$ cat src/rtl/scsi_fifo_pkg.sv
package scsi_fifo_pkg;
  localparam int          FLAG_W         = 5;
  localparam int          SEQ_W          = 3;
  localparam logic [7:0]  INTR_FUNC_DONE = 8'h08;
  localparam int          RESP_LEN       = 2;
endpackage

$ cat src/rtl/sfifo_data.sv
module sfifo_data #(
  parameter int DEPTH = 16,
  localparam int PTR_W = $clog2(DEPTH),
  localparam int CNT_W = PTR_W + 1
) (
  input  logic             clk,
  input  logic             rst_n,
  input  logic             wr_en,
  input  logic [7:0]       wr_byte,
  input  logic             rd_en,
  input  logic             dir_out,
  input  logic             preload,
  input  logic [7:0]       preload_byte,
  output logic [7:0]       hold_byte,
  output logic [CNT_W-1:0] pend,
  output logic             ovr
);
  logic [7:0]       mem [DEPTH];
  logic [PTR_W-1:0] rptr, wptr, rptr_n, wptr_n;
  logic [CNT_W-1:0] pend_n;
  logic [7:0]       hold_n;
  logic             ovr_n, full, do_wr;

  assign full  = (wptr == PTR_W'(DEPTH - 1));
  assign do_wr = wr_en && !rd_en && !preload && !full;

  always_comb begin
    rptr_n = rptr;
    wptr_n = wptr;
    pend_n = pend;
    hold_n = hold_byte;
    ovr_n  = 1'b0;
    if (preload) begin
      rptr_n = '0;
      wptr_n = PTR_W'(scsi_fifo_pkg::RESP_LEN);
      pend_n = CNT_W'(scsi_fifo_pkg::RESP_LEN);
    end else if (rd_en) begin
      if (dir_out) begin
        hold_n = 8'h00;
      end else if (rptr < wptr) begin
        hold_n = mem[rptr];
        rptr_n = rptr + 1'b1;
        pend_n = pend - 1'b1;
      end
      if (rptr_n == wptr_n) begin
        rptr_n = '0;
        wptr_n = '0;
      end
    end else if (wr_en) begin
      if (full) begin
        ovr_n = 1'b1;
      end else begin
        wptr_n = wptr + 1'b1;
        pend_n = pend + 1'b1;
      end
    end
  end

  always_ff @(posedge clk) begin
    if (!rst_n) begin
      rptr      <= '0;
      wptr      <= '0;
      pend      <= '0;
      hold_byte <= '0;
      ovr       <= 1'b0;
    end else begin
      rptr      <= rptr_n;
      wptr      <= wptr_n;
      pend      <= pend_n;
      hold_byte <= hold_n;
      ovr       <= ovr_n;
    end
  end

  always_ff @(posedge clk) begin
    if (preload) begin
      mem[0] <= preload_byte;
      mem[1] <= 8'h00;
    end else if (do_wr) begin
      mem[wptr] <= wr_byte;
    end
  end


  pend_bound_chk: assert property (@(posedge clk) disable iff (!rst_n)
    !pend[CNT_W-1] && (pend <= CNT_W'(DEPTH - 1)));

  full_drop_chk: assert property (@(posedge clk) disable iff (!rst_n)
    (wr_en && !rd_en && !preload && full) |=> (ovr && $stable(pend)));

  rd_take_chk: assert property (@(posedge clk) disable iff (!rst_n)
    (rd_en && !preload && !dir_out && pend != '0) |=> (pend == $past(pend) - 1'b1));

  rd_out_chk: assert property (@(posedge clk) disable iff (!rst_n)
    (rd_en && !preload && dir_out) |=> (hold_byte == 8'h00 && $stable(pend)));
endmodule

$ cat src/rtl/sfifo_cmd.sv
module sfifo_cmd #(
  parameter int CMD_DEPTH = 32,
  localparam int IDX_W = $clog2(CMD_DEPTH),
  localparam int LEN_W = IDX_W + 1
) (
  input  logic             clk,
  input  logic             rst_n,
  input  logic             wr_en,
  input  logic [7:0]       wr_byte,
  input  logic [IDX_W-1:0] rd_idx,
  output logic [7:0]       rd_byte,
  output logic [LEN_W-1:0] len,
  output logic             ovr
);
  logic [7:0] mem [CMD_DEPTH];
  logic       room;

  assign room    = (len < LEN_W'(CMD_DEPTH));
  assign rd_byte = mem[rd_idx];

  always_ff @(posedge clk) begin
    if (!rst_n) begin
      len <= '0;
      ovr <= 1'b0;
    end else begin
      ovr <= wr_en && !room;
      if (wr_en && room) len <= len + 1'b1;
    end
  end

  always_ff @(posedge clk) begin
    if (wr_en && room) mem[len[IDX_W-1:0]] <= wr_byte;
  end


  cmd_len_bound_chk: assert property (@(posedge clk) disable iff (!rst_n)
    len <= LEN_W'(CMD_DEPTH));

  cmd_append_chk: assert property (@(posedge clk) disable iff (!rst_n)
    (wr_en && room) |=> (len == $past(len) + 1'b1 && !ovr));

  cmd_full_chk: assert property (@(posedge clk) disable iff (!rst_n)
    (wr_en && !room) |=> (ovr && $stable(len)));
endmodule

$ cat src/rtl/sfifo_ctl.sv
module sfifo_ctl
  import scsi_fifo_pkg::*;
(
  input  logic              clk,
  input  logic              rst_n,
  input  logic              flush,
  input  logic              preload,
  output logic [FLAG_W-1:0] flags,
  output logic [SEQ_W-1:0]  seq,
  output logic [7:0]        intr
);
  always_ff @(posedge clk) begin
    if (!rst_n) begin
      flags <= '0;
      seq   <= '0;
      intr  <= '0;
    end else if (flush) begin
      flags <= '0;
      seq   <= '0;
      intr  <= INTR_FUNC_DONE;
    end else if (preload) begin
      flags <= FLAG_W'(RESP_LEN);
    end
  end


  flush_regs_chk: assert property (@(posedge clk) disable iff (!rst_n)
    flush |=> (intr == INTR_FUNC_DONE && flags == '0 && seq == '0));

  resp_flags_chk: assert property (@(posedge clk) disable iff (!rst_n)
    (preload && !flush) |=> (flags == FLAG_W'(RESP_LEN)));
endmodule

$ cat src/rtl/scsi_fifo_port.sv
module scsi_fifo_port #(
  parameter int DEPTH     = 16,
  parameter int CMD_DEPTH = 32,
  localparam int CNT_W = $clog2(DEPTH) + 1,
  localparam int IDX_W = $clog2(CMD_DEPTH),
  localparam int LEN_W = IDX_W + 1
) (
  input  logic                             clk,
  input  logic                             rst_n,
  input  logic                             wr_valid,
  output logic                             wr_ready,
  input  logic [7:0]                       wr_data,
  input  logic                             rd_req,
  output logic                             rd_rsp_valid,
  output logic [7:0]                       rd_rsp_data,
  input  logic                             cmd_mode,
  input  logic                             dir_out,
  input  logic                             flush,
  input  logic                             status_load,
  input  logic [7:0]                       status_byte,
  output logic signed [CNT_W-1:0]          pend_size,
  output logic [scsi_fifo_pkg::FLAG_W-1:0] fifo_flags,
  output logic [scsi_fifo_pkg::SEQ_W-1:0]  seq_step,
  output logic [7:0]                       intr_code,
  output logic                             data_ovr,
  output logic [LEN_W-1:0]                 cmd_len,
  output logic                             cmd_ovr,
  input  logic [IDX_W-1:0]                 cmd_rd_idx,
  output logic [7:0]                       cmd_rd_data
);
  logic             wr_acc;
  logic [CNT_W-1:0] pend_raw;

  assign wr_ready  = !rd_req && !status_load;
  assign wr_acc    = wr_valid && wr_ready;
  assign pend_size = $signed(pend_raw);

  always_ff @(posedge clk) begin
    if (!rst_n) rd_rsp_valid <= 1'b0;
    else        rd_rsp_valid <= rd_req;
  end

  sfifo_data #(.DEPTH(DEPTH)) u_data (
    .clk(clk), .rst_n(rst_n),
    .wr_en(wr_acc && !cmd_mode), .wr_byte(wr_data),
    .rd_en(rd_req), .dir_out(dir_out),
    .preload(status_load), .preload_byte(status_byte),
    .hold_byte(rd_rsp_data), .pend(pend_raw), .ovr(data_ovr)
  );

  sfifo_cmd #(.CMD_DEPTH(CMD_DEPTH)) u_cmd (
    .clk(clk), .rst_n(rst_n),
    .wr_en(wr_acc && cmd_mode), .wr_byte(wr_data),
    .rd_idx(cmd_rd_idx), .rd_byte(cmd_rd_data),
    .len(cmd_len), .ovr(cmd_ovr)
  );

  sfifo_ctl u_ctl (
    .clk(clk), .rst_n(rst_n),
    .flush(flush), .preload(status_load),
    .flags(fifo_flags), .seq(seq_step), .intr(intr_code)
  );


  rsp_follows_req_chk: assert property (@(posedge clk) disable iff (!rst_n)
    rd_req |=> rd_rsp_valid);

  cmd_keeps_data_chk: assert property (@(posedge clk) disable iff (!rst_n)
    (wr_valid && cmd_mode && !rd_req && !status_load) |=> $stable(pend_size));
endmodule

$ cat config.mk
export PLATFORM = sky130hd
export DESIGN_NAME = scsi_fifo_port
export DESIGN_NICKNAME = d
export VERILOG_FILES = /design/src/rtl/scsi_fifo_pkg.sv /design/src/rtl/sfifo_data.sv /design/src/rtl/sfifo_cmd.sv /design/src/rtl/sfifo_ctl.sv /design/src/rtl/scsi_fifo_port.sv
export SDC_FILE = /design/constraint.sdc
export NUM_CORES = 1
export LEC_CHECK = 0
export BUFFER_PORTS_ARGS = -buffer_cell sky130_fd_sc_hd__buf_2
export CORE_UTILIZATION = 33
export CTS_CLUSTER_DIAMETER = 200
export DETAILED_ROUTE_END_ITERATION = 16
export PLACE_DENSITY = 0.59
export SLEW_MARGIN = 20
export SYNTH_ARGS = -nofsm -noshare
export SYNTH_HDL_FRONTEND = slang
export SYNTH_HIERARCHICAL = 1
export SYNTH_SLANG_ARGS = --single-unit
$ cat constraint.sdc
create_clock -name clk -period 3.9 [get_ports clk]
set_clock_uncertainty 0.15 [all_clocks]
set_input_delay 0.78 -clock clk [delete_from_list [all_inputs] [get_ports clk]]
set_output_delay 0.78 -clock clk [all_outputs]
set_load 0.02 [all_outputs]
=== Word-level counts from Yosys, hierarchy flattened ===
Memories as Yosys holds them, arrays and structs flattened. A register that Yosys moved wholly into a read port is not among the register bits.
Cells that the tools add are included.
W data, S select, Z words.

* Register bits after elaboration: 32
* Bits in latches: 0
* Bits in writable memories: 384
* Memory bits (read-only): 0
* Output and inout bits: 47
* Word-level logic and storage cells: 91
* Memories kept: 2

{| class="wikitable"
|+ Memories
! name !! depth !! bits a word !! read ports !! clocked after memory_dff !! wr ports !! line !! text
|-
| u_cmd.mem || 32 || 8 || 1 || 0 || 1 || sfifo_cmd.sv:15 || <nowiki>logic [7:0] mem [CMD_DEPTH];</nowiki>
|-
| u_data.mem || 16 || 8 || 1 || 1 || 2 || sfifo_data.sv:18 || <nowiki>logic [7:0] mem [DEPTH];</nowiki>
|}

* Add/subtract/negate cells: 5
* Multiply operators: 0
* Divide/modulo/power cells: 0
* $lt $le $gt $ge: 2
* Eq/ne operators: 10
* Shifts and indexed selects: 0
* Muxes and demuxes: 31
* Bitwise logic cells: 3
* Reductions and logical operators: 26

{| class="wikitable"
|+ Operators by type and width
! kind !! count
|-
| $mux W4 || 12
|-
| $mux W5 || 5
|-
| $mux W8 || 3
|-
| $logic_and A1 B1 Y1 || 9
|-
| $mux W1 || 9
|-
| $reduce_and A3 Y1 || 3
|-
| $add A4 B1 Y4 const B || 2
|-
| $reduce_and A4 Y1 || 2
|-
| $reduce_or A8 Y1 || 1
|-
| $add A6 B1 Y6 const B || 1
|-
| $lt A6 B6 Y1 const B || 1
|-
| $ne A3 B1 Y1 const B || 2
|-
| $add A5 B1 Y5 const B || 1
|-
| $logic_not A1 Y1 || 5
|-
| $sub A5 B1 Y5 const B || 1
|-
| $eq A4 B4 Y1 || 1
|-
| $eq A4 B4 Y1 const B || 1
|-
| $lt A4 B4 Y1 || 1
|-
| $mux W2 || 2
|-
| $ne A2 B1 Y1 const B || 2
|-
| $ne A2 B2 Y1 const B || 2
|-
| $reduce_bool A2 Y1 || 2
|-
| $reduce_or A2 Y1 || 2
|-
| $reduce_or A4 Y1 || 1
|-
| other kinds (4) || 6
|}

=== Longest topological paths before layout ===
* Depth after elaboration: 12
* Mapped depth: 9
* Gate-level depth less buffers: 8

=== By module ===
The synthesis kept the hierarchy.

{| class="wikitable"
|+ Modules (own cells, without submodules)
! module !! times used !! cells each !! area an instance (µm²)
|-
| sfifo_cmd || 1 || 446 || 10,222.3
|-
| sfifo_data || 1 || 362 || 6,438.7
|-
| sfifo_ctl || 1 || 20 || 172.7
|-
| scsi_fifo_port || 1 || 5 || 58.8
|}

=== Worst setup path after synthesis ===
Ideal clock, no wire load.

* Kind: in2out
* Start point: input port cmd_rd_idx[2]
* End point: output port cmd_rd_data[0]
* Arrival: 2,575 ps
* Required time: 2,970 ps
* Setup slack: 395 ps
* Stages: 5
* Buffers on the path: 2
* Path through: clkbuf_1 -> buf_1 -> mux4_2 -> mux4_2 -> mux2_2

* Cells in the longest elaborated chain, start to end: 1

{| class="wikitable"
|+ Ends and longest elaborated chain
! element !! line !! text
|-
| from (decl) || scsi_fifo_port.sv:28 || <nowiki>input logic [IDX_W-1:0] cmd_rd_idx,</nowiki>
|-
| $mem_v2 Z32 W8 || n/a ||
|-
| to (decl) || scsi_fifo_port.sv:29 || <nowiki>output logic [7:0] cmd_rd_data</nowiki>
|}

Every way passes these cells.

=== Worst setup path in the final report ===
* Start point: input port cmd_rd_idx[1]
* End point: output port cmd_rd_data[7]

Same word-level chain as after synthesis.

==> out/metrics.csv <==
stage;metric;value;unit
route;Post-Route WL;36600;um
setup_path;CP startpoint kind;input pin;
yosys;post-synthesis sequential area ratio;72.5;%
setup_path;Crit-path slowest cell;mux4_2;
floorplanning;die area;52100;um^2
layout;layout cells sized above 1;32.6;%
layout;Filler Cell Count;4524;
setup_path;Critical Path RT;2.97;ns
route;Pre-antenna DRT Iters;5;
setup_path;CP peak stage delay;0.55;ns
yosys;asr flop ratio synth;0;%
placed_design;Setup WS pre-CTS;0.140;ns
sta;Worst Tran Pin Value;0.983;ns
flow_run;MaxCap Viol Count;0;
global_routing;GR Overflow Total;0;
route;drt drc;0;
power_and_ir_drop;net switching power;1.97;mW
global_routing;largest net degree at the start of global routing;49;
sta;setup TNS;0;ns
route;Top Layer Used;met4;
clock_tree;CTS Hold Bufs;0;
clock_tree;CTS resizes;0;
power_and_ir_drop;internal cell power;7.55;mW
sta;f_max;266;MHz
clock_tree;CTS Buf Count;45;
clock_tree;H-tree depth;2;
yosys;post-synth top area share;68.3;%
yosys;Post-Syn Area;16900;um^2
setup_path;crit path buf inv count;3;
layout;Nets;1024;
placed_design;dpl hpwl;23900;um
clock_tree;CTS tree;yes;
floorplanning;initial core utilization;33.5;%
floorplanning;Core Box Area;50400;um^2
power_and_ir_drop;Clk network pwr share;43.7;%
yosys;Synth Area in XOR/XNOR;0.778;%
route;post-route ant nets;0;
setup_path;CP Class;input pin to primary output;
yosys;Synth Area in Adders;1.23;%
power_and_ir_drop;Combinational Power Share;4.3;%
clock_tree;Clock transition at path regs;0.05;ns
yosys;ys flop type;edfxtp_1;
sta;Period Utilization, post-route;96.4;%
setup_path;worst-path cell chain;buf_4 > buf_4 > mux4_2 > mux4_2 > mux2_2 > buf_2;
setup_path;critical path data arrival time;2.83;ns
min_path;HP Class;input pin to flip-flop;
clock_tree;CTS max path bufs;3;
sta;Final Hold Vio Count;0;
yosys;Syn. warnings;6;
run_status;status;finished, final reports clean;
power_and_ir_drop;P_leak;6.53;nW
yosys;top cells by area, synth;edfxtp_1 68%, mux4_2 15%, dfxtp_1 4.3%, mux4_1 1.4%, nor2_1 1.3%;
sta;max_slew headroom;34.4;%
sta;Final Setup Violations;0;
sta;RSZ-0062 raised after global routing;no;
sta;min cycle time layout;3.76;ns
setup_path;Worst Setup End Kind;primary output;
floorplanning;Cell Rows;82;
floorplanning;Die Ht;228;um
floorplanning;I/O Pins;76;
global_routing;vias in the first global route;8622;
yosys;Synth Area in Compound Gates;1.76;%
min_path;hold path startpoint;flush;
yosys;number of synthesized register bits;420;
setup_path;Setup crit start;cmd_rd_idx[1];
setup_path;top cell family by delay on the critical path;multiplexers;
yosys;most frequent cell after synthesis;edfxtp_1;
yosys;Unique masters post-synth;56;
route;metal2 WL;17700;um
route;met3 wire len;1900;um
power_and_ir_drop;sw frac;20.7;%
yosys;Post-synth EDFFs;384;
clock_tree;clock root cell;clkbuf_16;
route;post-DR wirelength/cell;21.7;um
yosys;Mean Syn Cell Area;20.3;um^2
setup_path;critical path peak fanout;11;
route;initial DRC count;579;
power_and_ir_drop;pwr dens;480;nW/um^2
clock_tree;Sink Count;420;
global_routing;total track usage;14.4;%
layout;Area Overhead vs Synth;17.3;%
power_and_ir_drop;VDD IR max;0.000352;V
route;via/cell ratio;4.92;
floorplanning;DIE WIDTH;228;um
yosys;Synth Area in Simple Gates;4.09;%
sta;Final WS setup;0.142;ns
clock_tree;post-CTS setup buffer count;0;
yosys;mux share of post-synthesis cell area;17.5;%
power_and_ir_drop;sequential share of power;52.0;%
global_routing;initial antenna violation count;0;
yosys;synth cell count leaders;384 x edfxtp_1, 111 x mux4_2, 60 x nor2_1;
yosys;largest family of logic cells by synthesized area;multiplexers;
global_routing;global-route wire length before repair;55900;um
yosys;leading area contributor after synthesis;edfxtp_1;
placed_design;GP Congestion;0.786;
clock_tree;worst skew pair latency;0.57;ns
placed_design;port buffer count;61;
route;met1 wire length;16400;um
yosys;cells after synthesis;833;
setup_path;launch point of the worst reg-to-reg path;u_data/wptr[3];
sta;Slew Viols, Final;0;
route;via count;8296;
## path summary, 6_finish.rpt
kind         slack, ns  cells after the start        endpoint
max               0.14                      6  cmd_rd_data[7]
min               0.26                      2  u_ctl/flags[1]
max reg2reg       0.97                      8       flip-flop
min reg2reg       0.33                      1   u_ctl/intr[3]
## flip-flops by register name (all words and copies together), names as in the netlist, named ones only
signal,cells
u_cmd/mem,256
u_data/mem,128
u_data/hold_byte,8
u_cmd/len,6
u_data/pend,5
u_data/rptr,4
u_data/wptr,4
rd_rsp_valid,1
u_cmd/ovr,1
u_ctl/flags,1
u_ctl/intr,1
u_data/ovr,1
## power by group through the flow
stage               registers, mW  clock network [mW]  logic [mW]
floorplan                    5.04                   0       0.248
global placement             5.04                   0       0.417
detailed placement           5.04                   0       0.423
CTS                          4.95                4.27       0.424
global route                 4.95                4.44       0.447
finish                       4.95                4.16       0.413
## cells by family after synthesis
family                   count (synthesis)
other                                    2
adder cells (fa/ha/maj)                 16
buffers and inverters                   60
AND/OR/NAND/NOR                        140
AO/OA/AOI/OAI                           41
flip-flops                             420
multiplexers                           139
XOR/XNOR                                15
## routing by layer
layer | track usage (%) | up-vias
li1 | - | 3665
met1 | 19.9 | 4346
met2 | 23.2 | 237
met3 | 2.43 | 48
met4 | 3.96 | 0
met5 | 0 | -
## worst reg2reg max path, cell delays in order (launching register included)
cell and delay, ns:
dfxtp_1 0.66, inv_1 0.16, ha_1 0.34, a211oi_1 0.35
o21ai_2 0.17, mux2i_1 0.16, xnor2_1 0.35, or3b_1 0.38
o21ai_1 0.11
## final cells by class
cell class	instances	area, um^2	area share [%]
antenna	2	5.00	0.0253
sequential	420	12300	61.8
multi-input combinational	373	4360	22.0
timing repair buffer	127	866	4.37
inverter	12	45.0	0.227
tap	672	841	4.24
clock inverter	25	249	1.26
clock buffer	56	1200	6.05
## placed cells by master, fill, tap and decap left out, types with 11 or more instances in the layout
master	Yosys	layout
mux4_2	111	111
nor2_1	60	60
buf_4	16	62
clkinv_2	0	11
clkbuf_16	0	46
edfxtp_1	384	384
dfxtp_1	36	35
buf_2	3	60
nand2_1	29	29
inv_1	12	12
conb_1	2	22
ha_1	15	15
## stage by stage
stage               power, mW  instance area, um^2  std cells  hold WS (ns)  utilization [%]
floorplan                5.29                17000        853         0.356                -
global placement         5.46                18400       1604         0.298             36.5
detailed placement       5.46                18400       1604         0.314             36.5
CTS                      9.64                19800       1685         0.229             39.3
global route             9.83                19800       1685         0.247             39.3
finish                   9.52                19800       1687         0.259             39.3
No activity file was read; power rests on OpenSTA's default activity.
